===== config.mk =====
export PLATFORM = sky130hd
export DESIGN_NAME = exc_vector_gen
export DESIGN_NICKNAME = d
export VERILOG_FILES = /design/src/rtl/exc_vec_pkg.sv /design/src/rtl/exc_int_prio.sv /design/src/rtl/exc_vec_offset.sv /design/src/rtl/exc_epc_update.sv /design/src/rtl/exc_vector_gen.sv
export SDC_FILE = /design/constraint.sdc
export NUM_CORES = 1
export LEC_CHECK = 0
export BUFFER_PORTS_ARGS = -buffer_cell sky130_fd_sc_hd__buf_2
export CAP_MARGIN = 25
export CORE_MARGIN = 2
export CORE_UTILIZATION = 47
export DETAILED_ROUTE_END_ITERATION = 8
export GPL_ROUTABILITY_DRIVEN = 0
export PLACE_DENSITY = 0.75
export SYNTH_ARGS = -nofsm -noshare
export SYNTH_HDL_FRONTEND = slang
export SYNTH_SLANG_ARGS = --single-unit

===== constraint.sdc =====
create_clock -name clk -period 10.5 [get_ports clk]
set_input_delay 1.05 -clock clk [delete_from_list [all_inputs] [get_ports clk]]
set_output_delay 1.05 -clock clk [all_outputs]
set_load 0.02 [all_outputs]

===== src/rtl/exc_vec_pkg.sv =====
package exc_vec_pkg;

    localparam int ADDR_W = 32;
    localparam int CODE_W = 5;
    localparam int KIND_W = 4;

    typedef enum logic [KIND_W-1:0] {
        EK_INT    = 4'd0,
        EK_MOD    = 4'd1,
        EK_TLBL   = 4'd2,
        EK_TLBS   = 4'd3,
        EK_ADEL   = 4'd4,
        EK_ADES   = 4'd5,
        EK_SYS    = 4'd6,
        EK_BRK    = 4'd7,
        EK_RSVD   = 4'd8,
        EK_CPU    = 4'd9,
        EK_OVF    = 4'd10,
        EK_TRAP   = 4'd11,
        EK_RDINH  = 4'd12,
        EK_EXINH  = 4'd13,
        EK_CACHE  = 4'd14
    } exc_kind_e;

    localparam logic [ADDR_W-1:0] OFS_REFILL  = 32'h0000_0000;
    localparam logic [ADDR_W-1:0] OFS_CACHE   = 32'h0000_0100;
    localparam logic [ADDR_W-1:0] OFS_GENERAL = 32'h0000_0180;
    localparam logic [ADDR_W-1:0] OFS_INTR    = 32'h0000_0200;
    localparam logic [ADDR_W-1:0] BEV_ADD     = 32'h0000_0200;
    localparam logic [ADDR_W-1:0] UNCACHED    = 32'hA000_0000;
    localparam logic [ADDR_W-1:0] CACHE_KEEP  = 32'h1FFF_F000;
    localparam logic [ADDR_W-1:0] BASE_ALIGN  = 32'hFFFF_F000;
    localparam logic [ADDR_W-1:0] INSN_BYTES  = 32'd4;
    localparam int                SPACE_SHIFT = 5;

    typedef struct packed {
        logic              we;
        logic              set_exl;
        logic              bd;
        logic [ADDR_W-1:0] epc;
    } epc_upd_t;

    function automatic logic [CODE_W-1:0] kind_to_code(input logic [KIND_W-1:0] k);
        case (k)
            EK_INT:   return 5'd0;
            EK_MOD:   return 5'd1;
            EK_TLBL:  return 5'd2;
            EK_TLBS:  return 5'd3;
            EK_ADEL:  return 5'd4;
            EK_ADES:  return 5'd5;
            EK_SYS:   return 5'd8;
            EK_BRK:   return 5'd9;
            EK_RSVD:  return 5'd10;
            EK_CPU:   return 5'd11;
            EK_OVF:   return 5'd12;
            EK_TRAP:  return 5'd13;
            EK_RDINH: return 5'd19;
            EK_EXINH: return 5'd20;
            EK_CACHE: return 5'd30;
            default:  return 5'd10;
        endcase
    endfunction

endpackage


===== src/rtl/exc_int_prio.sv =====
module exc_int_prio #(
    parameter int INT_W = 8,
    localparam int IDX_W = (INT_W > 1) ? $clog2(INT_W) : 1
) (
    input  logic             clk,
    input  logic             rst,
    input  logic [INT_W-1:0] pending,
    input  logic [INT_W-1:0] mask,
    output logic [IDX_W-1:0] idx
);
    logic [INT_W-1:0] masked;
    assign masked = pending & mask;

    always_comb begin
        idx = '0;
        for (int i = 0; i < INT_W; i++) begin
            if (masked[i]) idx = IDX_W'(i);
        end
    end

    // the chosen line is enabled and no higher enabled line exists
    assert_prio_highest_R6: assert property (@(posedge clk) disable iff (rst)
        (|masked) |-> ((masked >> idx) == INT_W'(1)));
    assert_prio_empty_R6: assert property (@(posedge clk) disable iff (rst)
        (masked == '0) |-> (idx == '0));
endmodule


===== src/rtl/exc_vec_offset.sv =====
module exc_vec_offset
    import exc_vec_pkg::*;
#(
    parameter int SPACE_W = 5,
    parameter int IDX_W   = 3
) (
    input  logic [KIND_W-1:0]  kind,
    input  logic               tlb_nomatch,
    input  logic               exl,
    input  logic               bev,
    input  logic               vec_en,
    input  logic [SPACE_W-1:0] spacing,
    input  logic [IDX_W-1:0]   vec_idx,
    input  logic [ADDR_W-1:0]  exc_base,
    input  logic               cache_keep,
    output logic [ADDR_W-1:0]  handler
);
    logic [ADDR_W-1:0] ofs;
    logic [ADDR_W-1:0] base;
    logic [ADDR_W-1:0] slot_bytes;

    assign slot_bytes = ADDR_W'(spacing) << SPACE_SHIFT;

    always_comb begin
        case (kind)
            EK_INT: begin
                if (vec_en && !bev && (spacing != '0))
                    ofs = OFS_INTR + ADDR_W'(vec_idx) * slot_bytes;
                else
                    ofs = OFS_INTR;
            end
            EK_TLBL, EK_TLBS: ofs = (tlb_nomatch && !exl) ? OFS_REFILL : OFS_GENERAL;
            EK_CACHE:         ofs = OFS_CACHE;
            default:          ofs = OFS_GENERAL;
        endcase
    end

    always_comb begin
        if (bev)
            base = exc_base + BEV_ADD;
        else if ((kind == EK_CACHE) && !cache_keep)
            base = UNCACHED | (exc_base & CACHE_KEEP);
        else
            base = exc_base & BASE_ALIGN;
    end

    assign handler = base + ofs;
endmodule


===== src/rtl/exc_epc_update.sv =====
module exc_epc_update
    import exc_vec_pkg::*;
(
    input  logic              exl,
    input  logic              in_delay,
    input  logic [ADDR_W-1:0] pc,
    output epc_upd_t          upd
);
    always_comb begin
        upd.we      = !exl;
        upd.set_exl = !exl;
        upd.bd      = !exl && in_delay;
        upd.epc     = in_delay ? (pc - INSN_BYTES) : pc;
    end
endmodule


===== src/rtl/exc_vector_gen.sv =====
module exc_vector_gen
    import exc_vec_pkg::*;
#(
    parameter int INT_W   = 8,
    parameter int SPACE_W = 5,
    localparam int IDX_W  = (INT_W > 1) ? $clog2(INT_W) : 1
) (
    input  logic               clk,
    input  logic               rst,
    input  logic               exc_req,
    input  logic [KIND_W-1:0]  exc_kind,
    input  logic               tlb_nomatch,
    input  logic               in_delay_slot,
    input  logic [ADDR_W-1:0]  cur_pc,
    input  logic               status_exl,
    input  logic               status_bev,
    input  logic               vec_int_en,
    input  logic [INT_W-1:0]   int_pending,
    input  logic [INT_W-1:0]   int_mask,
    input  logic [SPACE_W-1:0] vec_spacing,
    input  logic [ADDR_W-1:0]  exc_base,
    input  logic               cache_base_keep,
    output logic               out_valid,
    output logic [CODE_W-1:0]  out_cause,
    output logic [ADDR_W-1:0]  out_handler,
    output logic               out_epc_we,
    output logic [ADDR_W-1:0]  out_epc,
    output logic               out_bd,
    output logic               out_set_exl
);
    logic [IDX_W-1:0]  vec_idx;
    logic [ADDR_W-1:0] handler_c;
    epc_upd_t          upd_c;

    exc_int_prio #(.INT_W(INT_W)) u_prio (
        .clk     (clk),
        .rst     (rst),
        .pending (int_pending),
        .mask    (int_mask),
        .idx     (vec_idx)
    );

    exc_vec_offset #(.SPACE_W(SPACE_W), .IDX_W(IDX_W)) u_ofs (
        .kind        (exc_kind),
        .tlb_nomatch (tlb_nomatch),
        .exl         (status_exl),
        .bev         (status_bev),
        .vec_en      (vec_int_en),
        .spacing     (vec_spacing),
        .vec_idx     (vec_idx),
        .exc_base    (exc_base),
        .cache_keep  (cache_base_keep),
        .handler     (handler_c)
    );

    exc_epc_update u_epc (
        .exl      (status_exl),
        .in_delay (in_delay_slot),
        .pc       (cur_pc),
        .upd      (upd_c)
    );

    always_ff @(posedge clk) begin
        if (rst) begin
            out_valid   <= 1'b0;
            out_cause   <= '0;
            out_handler <= '0;
            out_epc_we  <= 1'b0;
            out_epc     <= '0;
            out_bd      <= 1'b0;
            out_set_exl <= 1'b0;
        end else begin
            out_valid   <= exc_req;
            out_epc_we  <= exc_req && upd_c.we;
            out_set_exl <= exc_req && upd_c.set_exl;
            if (exc_req) begin
                out_cause   <= kind_to_code(exc_kind);
                out_handler <= handler_c;
                out_epc     <= upd_c.epc;
                out_bd      <= upd_c.bd;
            end
        end
    end

    assert_valid_follows_req_R2: assert property (@(posedge clk) disable iff (rst)
        exc_req |=> out_valid);
    assert_no_spurious_valid_R2: assert property (@(posedge clk) disable iff (rst)
        !exc_req |=> !out_valid);
    assert_exl_blocks_update_R9: assert property (@(posedge clk) disable iff (rst)
        (exc_req && status_exl) |=> (!out_epc_we && !out_set_exl && !out_bd));
    assert_exl_clear_update_R9: assert property (@(posedge clk) disable iff (rst)
        (exc_req && !status_exl) |=> (out_epc_we && out_set_exl));
    assert_cause_hold_R10: assert property (@(posedge clk) disable iff (rst)
        !exc_req |=> $stable(out_cause));
    assert_refill_aligned_R4: assert property (@(posedge clk) disable iff (rst)
        (exc_req && ((exc_kind == EK_TLBL) || (exc_kind == EK_TLBS)) && tlb_nomatch
         && !status_exl && !status_bev) |=> (out_handler[11:0] == 12'h000));
    assert_cache_uncached_R8: assert property (@(posedge clk) disable iff (rst)
        (exc_req && (exc_kind == EK_CACHE) && !status_bev && !cache_base_keep)
        |=> (out_handler[31:29] == 3'b101));
endmodule


---- Word level (Yosys, flattened, before mapping) ----
Memories as Yosys holds them, arrays and structs flattened. A register that Yosys moved wholly into a read port is not among the register bits.
Index checks and enable logic that the tools add are counted.
word-level totals
  bits in read-only memories .............. 80
  output and inout bits ................... 73
  flip-flop bits (word level) ............. 67
  memories kept ........................... 1
cells by class
  multipliers ............................. 1
  reduce and logical (&&, ||, !) cells .... 12
  $add $sub $neg .......................... 4
  bitwise logic cells ..................... 1
  eq/ne operators ......................... 3
  multiplexer cells ....................... 13
memory list
  name              words  bits a word  rd ports  clocked after memory_dff  write ports  RTL line           text
  (name not given)  16     5            1         1                         0            exc_vec_pkg.sv:44  case (k)
operators by type and width
  cell                                                number
  2-to-1 mux 32 bit                                   4
  case mux 32 bit (3 select lines)                    1
  adder 10 x 32 -> 32 bit, first input constant       1
  adder 32 x 10 -> 32 bit, second input constant      1
  adder 32 bit                                        1
  subtractor 32 x 3 -> 32 bit, second input constant  1
  2-to-1 mux 3 bit                                    4
  2-to-1 mux 9 bit                                    1
  AND 8 bit                                           1
  == test 4 x 2 -> 1 bit, second input constant       2
  multiplier 3 x 5 -> 8 bit                           1
  logical AND 1 bit                                   6
  nonzero test 5 bit                                  1
  == test 4 bit, second input constant                1
  logical NOT 4 bit                                   1
  2-to-1 mux 2 bit                                    2
  logical NOT 1 bit                                   3
  OR reduction 2 bit                                  1
  2-to-1 mux 1 bit                                    1

---- Depth between registers and ports, before layout ----
  depth after elaboration ................. 13
  gate-level depth with buffers ........... 29
  depth with buffers taken out ............ 28

---- Modules after synthesis ----
A second synthesis with hierarchy kept.
second synthesis, totals
  cell total of the unflattened synthesis .. 643
  area total of the unflattened synthesis .. 5,348.9 sq um
modules (own cells, without submodules)
  module          area each (sq um)  instances  cells each
  exc_vector_gen  2,676.3            1          249
  exc_vec_offset  1,941.9            1          289
  exc_epc_update  655.6              1          93
  exc_int_prio    75.1               1          12

---- Worst setup path before layout ----
No wires, ideal clock.
  path kind ............................... in2reg
  from .................................... in int_pending[5]
  to ...................................... reg out_handler[29]
  arrival ................................. 5,367 ps
  data required time ...................... 10,421 ps
  path buffers ............................ 1
  path slack .............................. 5,053 ps
  cell stages on the path ................. 25
  setup time .............................. 79 ps
  path through ............................ a22o_1 > o21ai_0 > nand2_1 > fa_1 > inv_1 > ha_1 > inv_1 > fa_1 > inv_1 > a21o_1 > a21oi_1 > xnor2_1 > nand3_1 > xnor2_1 > nor2_1 > ha_1 > o21a_1 > o21ai_0 > a22oi_1 > and4b_1 > buf_4 > nand3_2 > nor4b_2 > xnor2_1 > a211oi_2
on the way
  cells in the longest elaborated chain, start to end .. 9
ends and longest elaborated chain
  element                           RTL line              text
  start, declared                   exc_vector_gen.sv:18  input logic [INT_W-1:0] int_pending,
  AND 8 bit                         exc_int_prio.sv:12    assign masked = pending & mask;
  2-to-1 mux 3 bit (3 in a row)     exc_int_prio.sv:17    if (masked[i]) idx = IDX_W'(i);
  multiplier 3 x 5 -> 8 bit         exc_vec_offset.sv:28  ofs = OFS_INTR + ADDR_W'(vec_idx) * slot_bytes;
  adder 10 x 32 -> 32 bit           exc_vec_offset.sv:28
  2-to-1 mux 32 bit                 exc_vec_offset.sv:27  if (vec_en && !bev && (spacing != '0))
  case mux 32 bit (3 select lines)  exc_vec_offset.sv:25  case (kind)
  adder 32 bit                      exc_vec_offset.sv:47  assign handler = base + ofs;
  end signal, assigned              exc_vector_gen.sv:78  out_handler <= handler_c;
  end, declared                     exc_vector_gen.sv:25  output logic [ADDR_W-1:0] out_handler,
Every way passes these cells.
A chain may end at the register's enable or synchronous reset.

---- Final worst setup path ----
Same ends and word-level chain as after synthesis.

==> results_dict.tcl <==
set metrics [dict create \
    vdd_drop_max_mv 0.0943 \
    p_comb_share_pct 25.6 \
    yosys-mux-area-fraction_pct 5.37 \
    wl_met1_mm 6.06 \
    cts_tree "built" \
    intPower_uw 534 \
    synth.area.top_cells "dfxtp_1 (27%), xnor2_1 (8.3%), nor2_1 (6.4%)" \
    fin_skew_ns 0 \
    r2r-start "out_handler[22]" \
    met2_length_mm 6.77 \
    ys_types 76 \
    netlist_instances 637 \
    die_w_um 110 \
    area_growth_pct 20.2 \
    yosysSeqAreaShare_pct 27.2 \
    cts.sinks 72 \
    synth_top_family_by_area "simple AND/OR/NAND/NOR gates" \
    grt_max_degree 72 \
    status "completed" \
    post_cts_buffers 0 \
    setup_violations 0 \
    io-pin-count 171 \
    wire_per_inst_um 15.2 \
    async_flop_share_pct 0 \
    swShare_pct 31.5 \
    hold_viol_final 0 \
    setup.worst_path.start_class "input pin" \
    setup_tns_ns 0 \
    root_buffer "clkbuf_16" \
    ctsResizeCount 0 \
    synth.cell_area_sq_um 5310 \
    fin_nets 909 \
    yosysMostFrequentCell "nor2_1" \
    core_sq_um 10900 \
    netlist.area_leader.share_pct 27.2 \
    clock_power_share_pct 35.9 \
    io_buffers 168 \
    synth_top_cell_by_area "dfxtp_1" \
    synthAdderAreaFrac_pct 7.54 \
    fmax_mhz 166 \
    syn_nets 764 \
    maxCapViolations 0 \
    r2r-end "out_handler[22]" \
    crit_path_end_kind "flip-flop" \
    synth_simple_gate_area_share_pct 26.5 \
    r2r_slack_ns 9.72 \
    p_sw_uw 246 \
    yosysWarnings 0 \
    synth-xor-area-share_pct 10.7 \
    cts_made_buffers 9 \
    path_class "in2reg" \
    synth_edf_count 0 \
    netlist_top_cells_count "nor2_1 (90), dfxtp_1 (72), xnor2_1 (50)" \
    grt_util_all_layers_pct 23.1 \
    ys_seq_elements 72 \
    syn_area_per_cell_sq_um 8.33 \
    met3_length_um 976 \
    min_period_ns 6.04 \
    pwr_density_cell_nw_per_um2 122 \
    p_leak_nw 2.80 \
    vias 5163 \
    viasPerCell 5.58 \
    dpl_cell_area_sq_um 6120 \
    fin_crit_sh_pct 57.5 \
    num_rows 38 \
    die_area_sq_um 12200 \
    start_util_pct 48.5 \
    overflow 0 \
    hold_end "out_handler[2]" \
    final_cell_area_sq_um 6380 \
    antenna_found_initial 0 \
    finalMaxSlewViolations 0 \
    htree_levels 3 \
    clock_latency_ns 0.33 \
    n_antenna_cell 0 \
    routed_wirelength_mm 14.0 \
    hp-class "reg2reg" \
    synth-compound-area-share_pct 16.9 \
    relSlewSlack_pct 49.4 \
    cp.required_ns 10.69 \
    worstRegToRegCells 3 \
    critPathArrivalTime_ns 6.23 \
    die_y_um 110 \
    drc 0 \
    highest_layer "met4" \
    synth_ff_type "dfxtp_1" \
    critPathMaxFanout 6 \
    p_seq_share_pct 38.5 \
    hold_start "out_handler[2]" \
    clock_path_buffers 2 \
    hpwl_mm 10.6 \
    detail-route-antenna-nets 0 \
    grt_pass1_vias 4806 \
    cts.clk_slew.worst_paths_ns 0.06 \
    whs_path_depth 2 \
    grt_pass1_wl_mm 22.3 \
    hold_buffers 0 \
    layout-drive-gt1-share_pct 27.1 \
    rsz0062_at_grt "no" \
    fin_util_pct 58.4 \
    worst_pin_slew_ns 0.758 \
    dr.pass1.iters 4 \
    dr.first_iter.drc_count 398 \
]
[metal layers]
metal / track usage [%] / vias to the layer above
li1: - / 2574
met1: 28.1 / 2412
met2: 40.5 / 159
met3: 4.64 / 18
met4: 7.95 / 0
met5: 0 / -
[stage by stage]
stage	setup WS, ns	std cells	hold WS, ns	total power [mW]
2_1_floorplan	5.05	637	0.543	0.440
3_3_place_gp	4.35	911	0.452	0.498
3_5_place_dp	4.18	911	0.460	0.505
4_1_cts	4.52	925	0.470	0.787
5_1_grt	4.01	925	0.496	0.819
6_report	4.46	925	0.465	0.780
[power by group through the flow]
stage / sequential (mW) / clock [mW] / combinational, mW
after floorplan: 0.328 / 0 / 0.112
after global placement: 0.305 / 0 / 0.193
after detailed placement: 0.306 / 0 / 0.199
after CTS: 0.301 / 0.287 / 0.200
after global routing: 0.302 / 0.295 / 0.222
final: 0.301 / 0.280 / 0.200
[sequential cells by signal (all words and copies together), names as in the netlist]
register / cells
out_handler: 32
out_valid: 1
out_cause: 5
out_bd: 1
out_set_exl: 1
out_epc: 32
[area by class of cell]
cell class                 count  area [sq um]
inverter                      24          90.1
timing repair buffer         170           858
sequential                    72          1440
multi-input combinational    505          3560
tap                          140           175
fill                         989          4550
clock buffer                  10           239
clock inverter                 4          22.5
[critical path, cell delays in order]
cell	delay [ns]
buf_2	0.10
a22o_1	0.23
o21ai_0	0.46
nand2_1	0.15
fa_1	0.46
inv_1	0.07
ha_1	0.17
inv_1	0.06
fa_1	0.39
inv_1	0.07
a21o_1	0.10
a21oi_1	0.07
xnor2_1	0.26
nand3_1	0.14
xnor2_1	0.17
nor2_1	0.06
ha_1	0.38
o21a_1	0.16
o21ai_0	0.07
a22oi_1	0.44
and4b_1	0.44
nand3_2	0.15
nor4b_2	0.31
xnor2_1	0.18
a211oi_2	0.09
[layout by cell type (no fill, tap or decap), types with 9 or more instances in the layout]
cell / n
o21ai_0: 12
ha_1: 24
nor2_1: 90
inv_1: 24
or3_1: 11
buf_2: 167
nor3_1: 13
a211oi_1: 34
nand3b_1: 10
xnor2_1: 50
nand2_1: 41
mux2i_1: 24
nand3_1: 19
clkbuf_16: 9
xor2_1: 15
a21oi_1: 27
dfxtp_1: 72
and2_1: 12
[worst max path at each step]
stage	start	to	slack, ns	cells past startpoint
3_3_place_gp	int_pending[5]	out_handler[29]	4.35	25
2_1_floorplan	int_pending[5]	out_handler[29]	5.05	25
5_1_grt	int_pending[5]	out_handler[29]	4.01	25
4_1_cts	int_pending[5]	out_handler[29]	4.52	25
6_report	int_pending[5]	out_handler[29]	4.46	25
3_5_place_dp	int_pending[5]	out_handler[29]	4.18	25
[cells by family (layout without fill, tap and decap cells)]
kind of cell	Yosys count	after routing
AO/OA/AOI/OAI	125	125
XOR/XNOR	65	65
adder cells (fa/ha/maj)	29	29
buffers and inverters	60	208
flip-flops	72	72
multiplexers	28	28
AND/OR/NAND/NOR	258	258
(Power assumes the default switching activity.)
